**config.mk**
```make
export PLATFORM = sky130hd
export DESIGN_NAME = arith_accum_unit
export DESIGN_NICKNAME = d
export VERILOG_FILES = /design/src/rtl/au_pkg.sv /design/src/rtl/au_control.sv /design/src/rtl/au_operand_mux.sv /design/src/rtl/au_full_adder.sv /design/src/rtl/au_ripple_adder.sv /design/src/rtl/au_datapath.sv /design/src/rtl/arith_accum_unit.sv
export SDC_FILE = /design/constraint.sdc
export NUM_CORES = 1
export LEC_CHECK = 0
export BUFFER_PORTS_ARGS = -buffer_cell sky130_fd_sc_hd__buf_2
export CORE_AREA = 2 2 39 41
export DETAILED_ROUTE_END_ITERATION = 12
export DIE_AREA = 0 0 41 43
export MAX_ROUTING_LAYER = met4
export PLACE_DENSITY_LB_ADDON = 0.3
export SLEW_MARGIN = 20
export SYNTH_ARGS = -nofsm -noshare
export SYNTH_HDL_FRONTEND = slang
export SYNTH_HIERARCHICAL = 1
export SYNTH_SLANG_ARGS = --single-unit
```
**constraint.sdc**
```tcl
create_clock -name clk -period 6.86 [get_ports clk]
set_clock_uncertainty 0.2 [all_clocks]
set_input_delay 0.343 -clock clk [delete_from_list [all_inputs] [get_ports clk]]
set_output_delay 0.343 -clock clk [all_outputs]
set_load 0.01 [all_outputs]
```
**src/rtl/au_pkg.sv**
```systemverilog
package au_pkg;

  typedef enum logic [1:0] {
    OPD_B     = 2'b00,
    OPD_NOT_B = 2'b01,
    OPD_ZERO  = 2'b10,
    OPD_ONES  = 2'b11
  } operandSel_e;

  // Strobes from the control decoder to the datapath
  typedef struct packed {
    operandSel_e operandSel;
    logic        carryIn;
    logic        accWrite;
    logic        accClear;
  } auStrobes_t;

endpackage

```
**src/rtl/au_control.sv**
```systemverilog
module au_control
  import au_pkg::*;
(
  input  logic [2:0]  ctrl,
  input  logic        loadEn,
  input  logic        rst,
  output auStrobes_t  strobes
);

  always_comb begin
    strobes.operandSel = operandSel_e'(ctrl[2:1]);
    strobes.carryIn    = ctrl[0];
    // reset takes priority over a load in the same cycle
    strobes.accClear   = rst;
    strobes.accWrite   = loadEn & ~rst;
  end

endmodule

```
**src/rtl/au_operand_mux.sv**
```systemverilog
module au_operand_mux
  import au_pkg::*;
#(
  parameter int W = 4
) (
  input  operandSel_e   sel,
  input  logic [W-1:0]  bIn,
  output logic [W-1:0]  opnd
);

  for (genvar i = 0; i < W; i++) begin : g_bit
    always_comb begin
      case (sel)
        OPD_B:     opnd[i] = bIn[i];
        OPD_NOT_B: opnd[i] = ~bIn[i];
        OPD_ZERO:  opnd[i] = 1'b0;
        default:   opnd[i] = 1'b1;
      endcase
    end
  end

endmodule

```
**src/rtl/au_full_adder.sv**
```systemverilog
module au_full_adder (
  input  logic x,
  input  logic y,
  input  logic ci,
  output logic s,
  output logic co
);

  logic halfSum;

  assign halfSum = x ^ y;
  assign s       = halfSum ^ ci;
  assign co      = (x & y) | (ci & halfSum);

endmodule

```
**src/rtl/au_ripple_adder.sv**
```systemverilog
module au_ripple_adder #(
  parameter int W = 4
) (
  input  logic [W-1:0] x,
  input  logic [W-1:0] y,
  input  logic         cin,
  output logic [W-1:0] s,
  output logic         cout
);

  logic [W:0] carryChain;

  assign carryChain[0] = cin;

  for (genvar i = 0; i < W; i++) begin : g_stage
    au_full_adder u_fa (
      .x  (x[i]),
      .y  (y[i]),
      .ci (carryChain[i]),
      .s  (s[i]),
      .co (carryChain[i+1])
    );
  end

  assign cout = carryChain[W];

endmodule

```
**src/rtl/au_datapath.sv**
```systemverilog
module au_datapath
  import au_pkg::*;
#(
  parameter int W = 4
) (
  input  logic          clk,
  input  auStrobes_t    strobes,
  input  logic [W-1:0]  bIn,
  output logic [W-1:0]  sum,
  output logic          carryOut,
  output logic [W-1:0]  accOut,
  output logic          carryFlag
);

  logic [W-1:0] accQ;
  logic         flagQ;
  logic [W-1:0] operand;

  au_operand_mux #(.W(W)) u_opmux (
    .sel  (strobes.operandSel),
    .bIn  (bIn),
    .opnd (operand)
  );

  au_ripple_adder #(.W(W)) u_adder (
    .x    (accQ),
    .y    (operand),
    .cin  (strobes.carryIn),
    .s    (sum),
    .cout (carryOut)
  );

  always_ff @(posedge clk) begin
    if (strobes.accClear) begin
      accQ  <= '0;
      flagQ <= 1'b0;
    end else if (strobes.accWrite) begin
      accQ  <= sum;
      flagQ <= carryOut;
    end
  end

  assign accOut    = accQ;
  assign carryFlag = flagQ;

endmodule

```
**src/rtl/arith_accum_unit.sv**
```systemverilog
module arith_accum_unit
  import au_pkg::*;
#(
  parameter int W = 4
) (
  input  logic          clk,
  input  logic          rst,
  input  logic [W-1:0]  bIn,
  input  logic [2:0]    ctrl,
  input  logic          loadEn,
  output logic [W-1:0]  sum,
  output logic          carryOut,
  output logic [W-1:0]  accOut,
  output logic          carryFlag
);

  auStrobes_t strobes;

  au_control u_ctrl (
    .ctrl    (ctrl),
    .loadEn  (loadEn),
    .rst     (rst),
    .strobes (strobes)
  );

  au_datapath #(.W(W)) u_dp (
    .clk       (clk),
    .strobes   (strobes),
    .bIn       (bIn),
    .sum       (sum),
    .carryOut  (carryOut),
    .accOut    (accOut),
    .carryFlag (carryFlag)
  );

endmodule

```
; After elaboration in Yosys (flattened, before gate mapping)
; Cells that the tools add are included.
[totals]
in_bits = 10
output_inout_bits = 10
ff_bits = 5
[classes]
eq_ne = 2
n_reduce_logical = 1
n_mux = 4
bitwise_logic = 26
[ops]
columns = operator, count
row1 = 1-bit one-hot mux with 3 select lines, 4
row2 = 1-bit bitwise AND, 9
row3 = 1-bit XOR, 8
row4 = 1-bit NOT, 5
row5 = 1-bit OR, 4
row6 = 2-bit by 1-bit equality test with 1-bit output (second input constant), 1
row7 = 2-bit equality test (second input constant), 1
row8 = 2-bit zero test, 1

; Logic depth before layout (Yosys ltp)
; Gate-level depths: netlist of run 1.
[depth]
ltp_word = 11
ltp_mapped = 9
depth_no_buf = 8

; Modules after synthesis
; Netlist of run 1, hierarchy kept.
[by_module_without_submodules]
columns = mod, seq_area_each_um2, cells_per_inst, area_each_um2, instances
row1 = au_datapath, 100.1, 16, 180.2, 1
row2 = au_full_adder, 0.0, 1, 20.0, 4
row3 = au_operand_mux, 0.0, 9, 65.1, 1
row4 = au_control, 0.0, 5, 43.8, 1

; Least setup slack after synthesis of run 1
; OpenSTA, ideal clock, no wires.
[synth_path]
kind = input to output
startpoint = in ctrl[2]
endpoint = out sum[3]
path_stages = 7
path_slack_ns = 3.837
n_path_buf = 1
t_arrival_ns = 2.480
path_cell_list = buf_4 nand2b_1 xnor2_1 fa_1 fa_1 fa_1 fa_1
[synth_between]
elab_chain_cells = 10
elab_cells_between_ends = 21
classes_between = eq/ne (2) / mux (4) / bitwise (14) / reduce/logical (1)
[synth_rtl]
columns = item, line_no
row1 = from (decl), arith_accum_unit.sv:9  ; input logic [2:0] ctrl,
row2 = "2-bit equality test, or another cell as far along", au_operand_mux.sv:13  ; case (sel)
row3 = 1-bit one-hot mux with 3 select lines (*), au_operand_mux.sv:13
row4 = net u_dp.operand[0], au_datapath.sv:17  ; logic [W-1:0] operand;
row5 = 1-bit XOR, au_full_adder.sv:11  ; assign halfSum = x ^ y;
row6 = 1-bit bitwise AND, au_full_adder.sv:13  ; assign co = (x & y) | (ci & halfSum);
row7 = 1-bit OR (*), au_full_adder.sv:13
row8 = net u_dp.u_adder.carryChain[1], au_ripple_adder.sv:11  ; logic [W:0] carryChain;
row9 = 1-bit bitwise AND (*), au_full_adder.sv:13
row10 = 1-bit OR (*), au_full_adder.sv:13
row11 = net u_dp.u_adder.carryChain[2], au_ripple_adder.sv:11
row12 = 1-bit bitwise AND (*), au_full_adder.sv:13
row13 = 1-bit OR (*), au_full_adder.sv:13
row14 = net u_dp.u_adder.carryChain[3], au_ripple_adder.sv:11
row15 = 1-bit XOR (*), au_full_adder.sv:12  ; assign s = halfSum ^ ci;
row16 = to (decl), arith_accum_unit.sv:11  ; output logic [W-1:0] sum,
; The timed path passes the listed nets; every way through them passes the cells marked *.

; Worst setup path after layout of run 1
; Same ends and word-level chain as after synthesis.

==> metrics.yaml, run 1 <==
global_route:
  grtUsageMet1_pct: 11.1
  overflow: 0
  grt_pass1_vias: 242
  grt_usage_pct: 8.48
  grtUsageMet3_pct: 3.14
  grt_pass1_wl_um: 945
  gr-max-usage-layer: "met1"
  grtUsageMet2_pct: 10.3
  grt_start_max_net_pins: 7
  antenna_found_initial: 0
synth:
  ys_types: 10
  synth_commonest_cells: "dfxtp_1, mux2i_1, nor2_1"
  yosysWarningCount: 6
  synth_area_per_cell_sq_um: 10.9
  synth_seq_cells: 5
  yosysSeqAreaShare_pct: 27.1
  syn_area_sq_um: 369
  ys.flop_type: "dfxtp_1"
  synth.largest_area_cell: "dfxtp_1"
  synth_top_area_share_pct: 27.1
  syn_nets: 48
  synth_top_cells_by_area: "dfxtp_1, fa_1, mux2i_1"
  ys_async_sr_fraction_pct: 0
  synth_cells: 34
  synth-edff-count: 0
floorplan:
  ios: 20
  rows: 14
  die_w_um: 41
  start_util_pct: 26.7
  coreArea_sq_mm: 0.00138
  die_h_um: 43
  die_area_sq_mm: 0.00176
hold_path:
  worstHoldPathType: "input pin to flop"
  min_delay_path_depth: 2
  hp-start: "rst"
  holdPathEnd: "u_dp/accOut[3]"
placed_design:
  io_buffers: 19
  dp_cells: 63
  place_congestion: 0.661
  placed_cell_area_sq_um: 438
cts:
  cts_tree: "built"
  numCtsBuffers: 3
  htree_levels: 1
  cts_sinks: 5
  clk_pin_slew_ns: 0.04
  post-cts-setup-buffers: 0
  cts_hold_buffers: 0
  cts_resized: 0
  root_buffer: "clkbuf_4"
  cts_max_path_buffers: 2
  clk_latency_ns: 0.23
setup_path:
  r2r_slack_ns: 4.40
  rr_worst_depth: 6
  cp.required_ns: 6.32
  crit_path_cell_trace: "buf_2 -> nand2b_1 -> xnor2_1 -> fa_1 -> fa_1 -> fa_1 -> fa_1 -> buf_2"
  r2r_start: "u_dp/accOut[0]"
  path_delay_family: "adder cells"
  crit_top_cell: "fa_1"
  path_depth: 8
  end_kind: "output pin"
  cp_slowest_cell: "fa_1"
  path_class: "input pin to output pin"
  r2r-end: "u_dp/accOut[3]"
  crit_path_max_fanout: 4
  critPathMaxStageDelay_ns: 0.51
  crit_buf_inv: 2
  cp_data_arrival_time_ns: 2.60
  crit_path_start_kind: "input pin"
cells_and_area:
  layout-drive-gt1-share_pct: 45.1
  layout.nets: 66
  syn2layout_area_growth_pct: 25.8
  diodes: 0
  design_area_sq_um: 464
  instances_no_fill: 67
detailed_routing:
  dr.pass1.iters: 3
  final_antenna_net_count: 0
  routed_wirelength_um: 558
  vias: 267
  wl_per_cell_um: 8.33
  vias_per_cell: 3.99
  drtIter0Drc: 7
  drcViolationCount: 0
timing:
  max_slew.worst_pin.slew_ns: 0.219
  final-hold-violation-count: 0
  tns_ns: 0
  rsz0062_at_grt: "false"
  finalSetupViolCount: 0
  whs_ns: 0.181
  period_minus_slack_ns: 3.14
  max_clock_freq_mhz: 318
  maxSlewHeadroom_pct: 85.3
  slew_viol_final: 0
  post-route-period-util_pct: 45.8
status:
  status: "completed"
power:
  p_per_area_mw_per_mm2: 227
  leakagePower_nw: 0.227
  irDropWorstVdd_uv: 55.9
job:
  maxCapViolations: 0
kinds of logic (layout without fill, tap and decap cells):
group / Yosys count / in the layout / synth area share (%)
simple gates: 10 / 10 / 15.6
buf+inv: 6 / 23 / 12.5
mux: 5 / 5 / 13.6
flops: 5 / 5 / 27.1
fa+ha+maj: 4 / 4 / 21.7
xor+xnor: 4 / 4 / 9.49
metrics by stage:
| stage | worst slack [ns] | util, % | total power, mW |
|---|---|---|---|
| after floorplan | 3.84 | - | 0.0639 |
| after global placement | 3.69 | 31.6 | 0.0751 |
| after detailed placement | 3.69 | 31.6 | 0.0753 |
| after CTS | 3.69 | 33.5 | 0.108 |
| after global routing | 3.61 | 33.5 | 0.116 |
| final | 3.72 | 33.5 | 0.105 |
worst max path at each step:
stage            start      to  slack, ns
5_1_grt        ctrl[2]  sum[3]       3.61
6_report       ctrl[2]  sum[3]       3.72
4_1_cts        ctrl[2]  sum[3]       3.69
3_3_place_gp   ctrl[2]  sum[3]       3.69
2_1_floorplan  ctrl[2]  sum[3]       3.84
3_5_place_dp   ctrl[2]  sum[3]       3.69
area by class of cell:
type	instances	area (sq um)
clock buffer	4	26.3
tap	16	20.0
fill	150	920
sequential	5	100
timing repair buffer	19	95.1
multi-input combinational	23	223
state kept, by name, summed over array words and instances (netlist names):
signal          count
u_dp/accOut         4
u_dp/carryFlag      1
routing by layer:
layer | share of wire, % | vias up
li1 | - | 136
met1 | 40 | 122
met2 | 52 | 9
met3 | 7.2 | 0
met4 | 0 | 0
met5 | 0 | -
cell usage in the layout, fill, tap and decap left out:
cell type	instances
buf_2	19
clkbuf_1	1
clkbuf_4	3
dfxtp_1	5
fa_1	4
mux2i_1	5
nand2b_1	4
nor2_1	5
nor2b_4	1
xnor2_1	4
report_power, final:
| group | switching, mW | internal (mW) |
|---|---|---|
| Clock | 0.00990 | 0.0219 |
| Sequential | 0.00237 | 0.0319 |
| Combinational | 0.0202 | 0.0191 |
Note: power is estimated with default switching activity, not from simulation.
==> inputs of run 2 (changes only) <==
- clock period: 6.86 -> 3.27 ns (I/O delays scaled with it)
==> metrics.yaml, run 2 (synthesis gave the netlist of run 1 again) <==
floorplan:
  coreArea_sq_mm: 0.00138
  die_area_sq_mm: 0.00176
  die_h_um: 43
  ios: 20
  start_util_pct: 26.7
  die_w_um: 41
  rows: 14
detailed_routing:
  vias: 264
  drtIter0Drc: 1
  drcViolationCount: 0
  final_antenna_net_count: 0
  routed_wirelength_um: 568
  wl_per_cell_um: 8.35
  dr.pass1.iters: 2
  vias_per_cell: 3.88
setup_path:
  end_kind: "output pin"
  path_class: "input pin to output pin"
  cp.required_ns: 2.91
  crit_path_max_fanout: 4
  crit_path_start_kind: "input pin"
  cp_data_arrival_time_ns: 2.42
placed_design:
  io_buffers: 19
  place_hpwl_um: 512
  place_congestion: 0.697
  pre_cts_slack_ns: 0.461
cells_and_area:
  syn2layout_area_growth_pct: 28.5
  layout-drive-gt1-share_pct: 44.2
  mostFrequentLayoutCells: "buf_2, mux2i_1, nor2_1, dfxtp_1"
  final_common_cell: "buf_2"
  largest_reg_flops: 4
  multi_input_area_sq_um: 223
  n_fill_cell: 146
  diodes: 0
  ff_latch_area_sq_um: 100
  layout.nets: 67
  final_core_util_pct: 34.3
global_route:
  gr-max-usage-layer: "met2"
  antenna_found_initial: 0
  grt_pass1_vias: 239
  grtUsageMet3_pct: 4.71
  grt_start_max_net_pins: 7
  grtUsageMet2_pct: 9.69
  grt_usage_pct: 8.38
  grtUsageMet1_pct: 9.48
  overflow: 0
  grt_pass1_wl_um: 890
timing:
  maxSlewHeadroom_pct: 85.3
  period_minus_slack_ns: 2.78
  post-route-period-util_pct: 85.1
  tns_ns: 0
  final-hold-violation-count: 0
  slew_viol_final: 0
  setup_ws_ns: 0.486
  rsz0062_at_grt: "false"
  finalSetupViolCount: 0
  max_clock_freq_mhz: 359
  max_slew.worst_pin.slew_ns: 0.219
cts:
  clk_latency_ns: 0.24
  cts_max_path_buffers: 2
  root_buffer: "clkbuf_4"
  cts_tree: "built"
  cts_sinks: 5
  numCtsBuffers: 3
  clk_pin_slew_ns: 0.04
  htree_levels: 1
power:
  leakagePower_nw: 0.231
  p_per_area_mw_per_mm2: 475
  irDropWorstVdd_uv: 115
status:
  status: "completed"
job:
  maxCapViolations: 0
hold_path:
  worstHoldPathType: "input pin to flop"
## run 2: cell type report
| type | instances | area share, % |
|---|---|---|
| repair buffers | 20 | 22.2 |
| multi-input cells | 23 | 47.0 |
| flip-flops and latches | 5 | 21.1 |
| well taps | 16 | 4.22 |
| clock buffers | 4 | 5.54 |
## run 2: path summary, 6_finish.rpt
check | from | to | slack (ns) | cells after the start
worst max-delay path | ctrl[2] | sum[3] | 0.49 | 8
worst max register to register | u_dp/accOut[0] | u_dp/accOut[3] | 0.81 | 6
worst min-delay path | ctrl[0] | u_dp/accOut[0] | 0.16 | 4
worst min register to register | u_dp/carryFlag | u_dp/carryFlag | 0.30 | 2
## run 2: repair_timing
action                                  CTS  global route
resized for setup                         0             0
buffers inserted                          0             0
hold buffers                              1             0
endpoints found under the setup margin    0             0
hold endpoints to repair                  5             0
## run 2: report_power, final
group,leakage (nW),internal [mW],switching [mW]
sequential,0.0408,0.0669,0.00512
clock,0.0150,0.0461,0.0243
combinational,0.175,0.0408,0.0421
## run 2: per-layer routing
| metal | share of wire (%) | up-vias |
|---|---|---|
| li1 | - | 138 |
| met1 | 39 | 117 |
| met2 | 54 | 9 |
| met3 | 6.7 | 0 |
| met4 | 0 | 0 |
| met5 | 0 | - |
## run 2: critical path: stages
cell	delay, ns
buf_2	0.11
nand2b_1	0.14
xnor2_1	0.15
fa_1	0.43
fa_1	0.39
fa_1	0.39
fa_1	0.51
buf_2	0.13
## run 2: per-stage QoR
step,cell area [sq um],power (mW),hold slack [ns],cells
2_1_floorplan,369,0.134,0.151,34
3_3_place_gp,438,0.158,0.244,63
3_5_place_dp,438,0.158,0.245,63
4_1_cts,474,0.230,0.159,68
5_1_grt,474,0.247,0.167,68
6_report,474,0.225,0.156,68
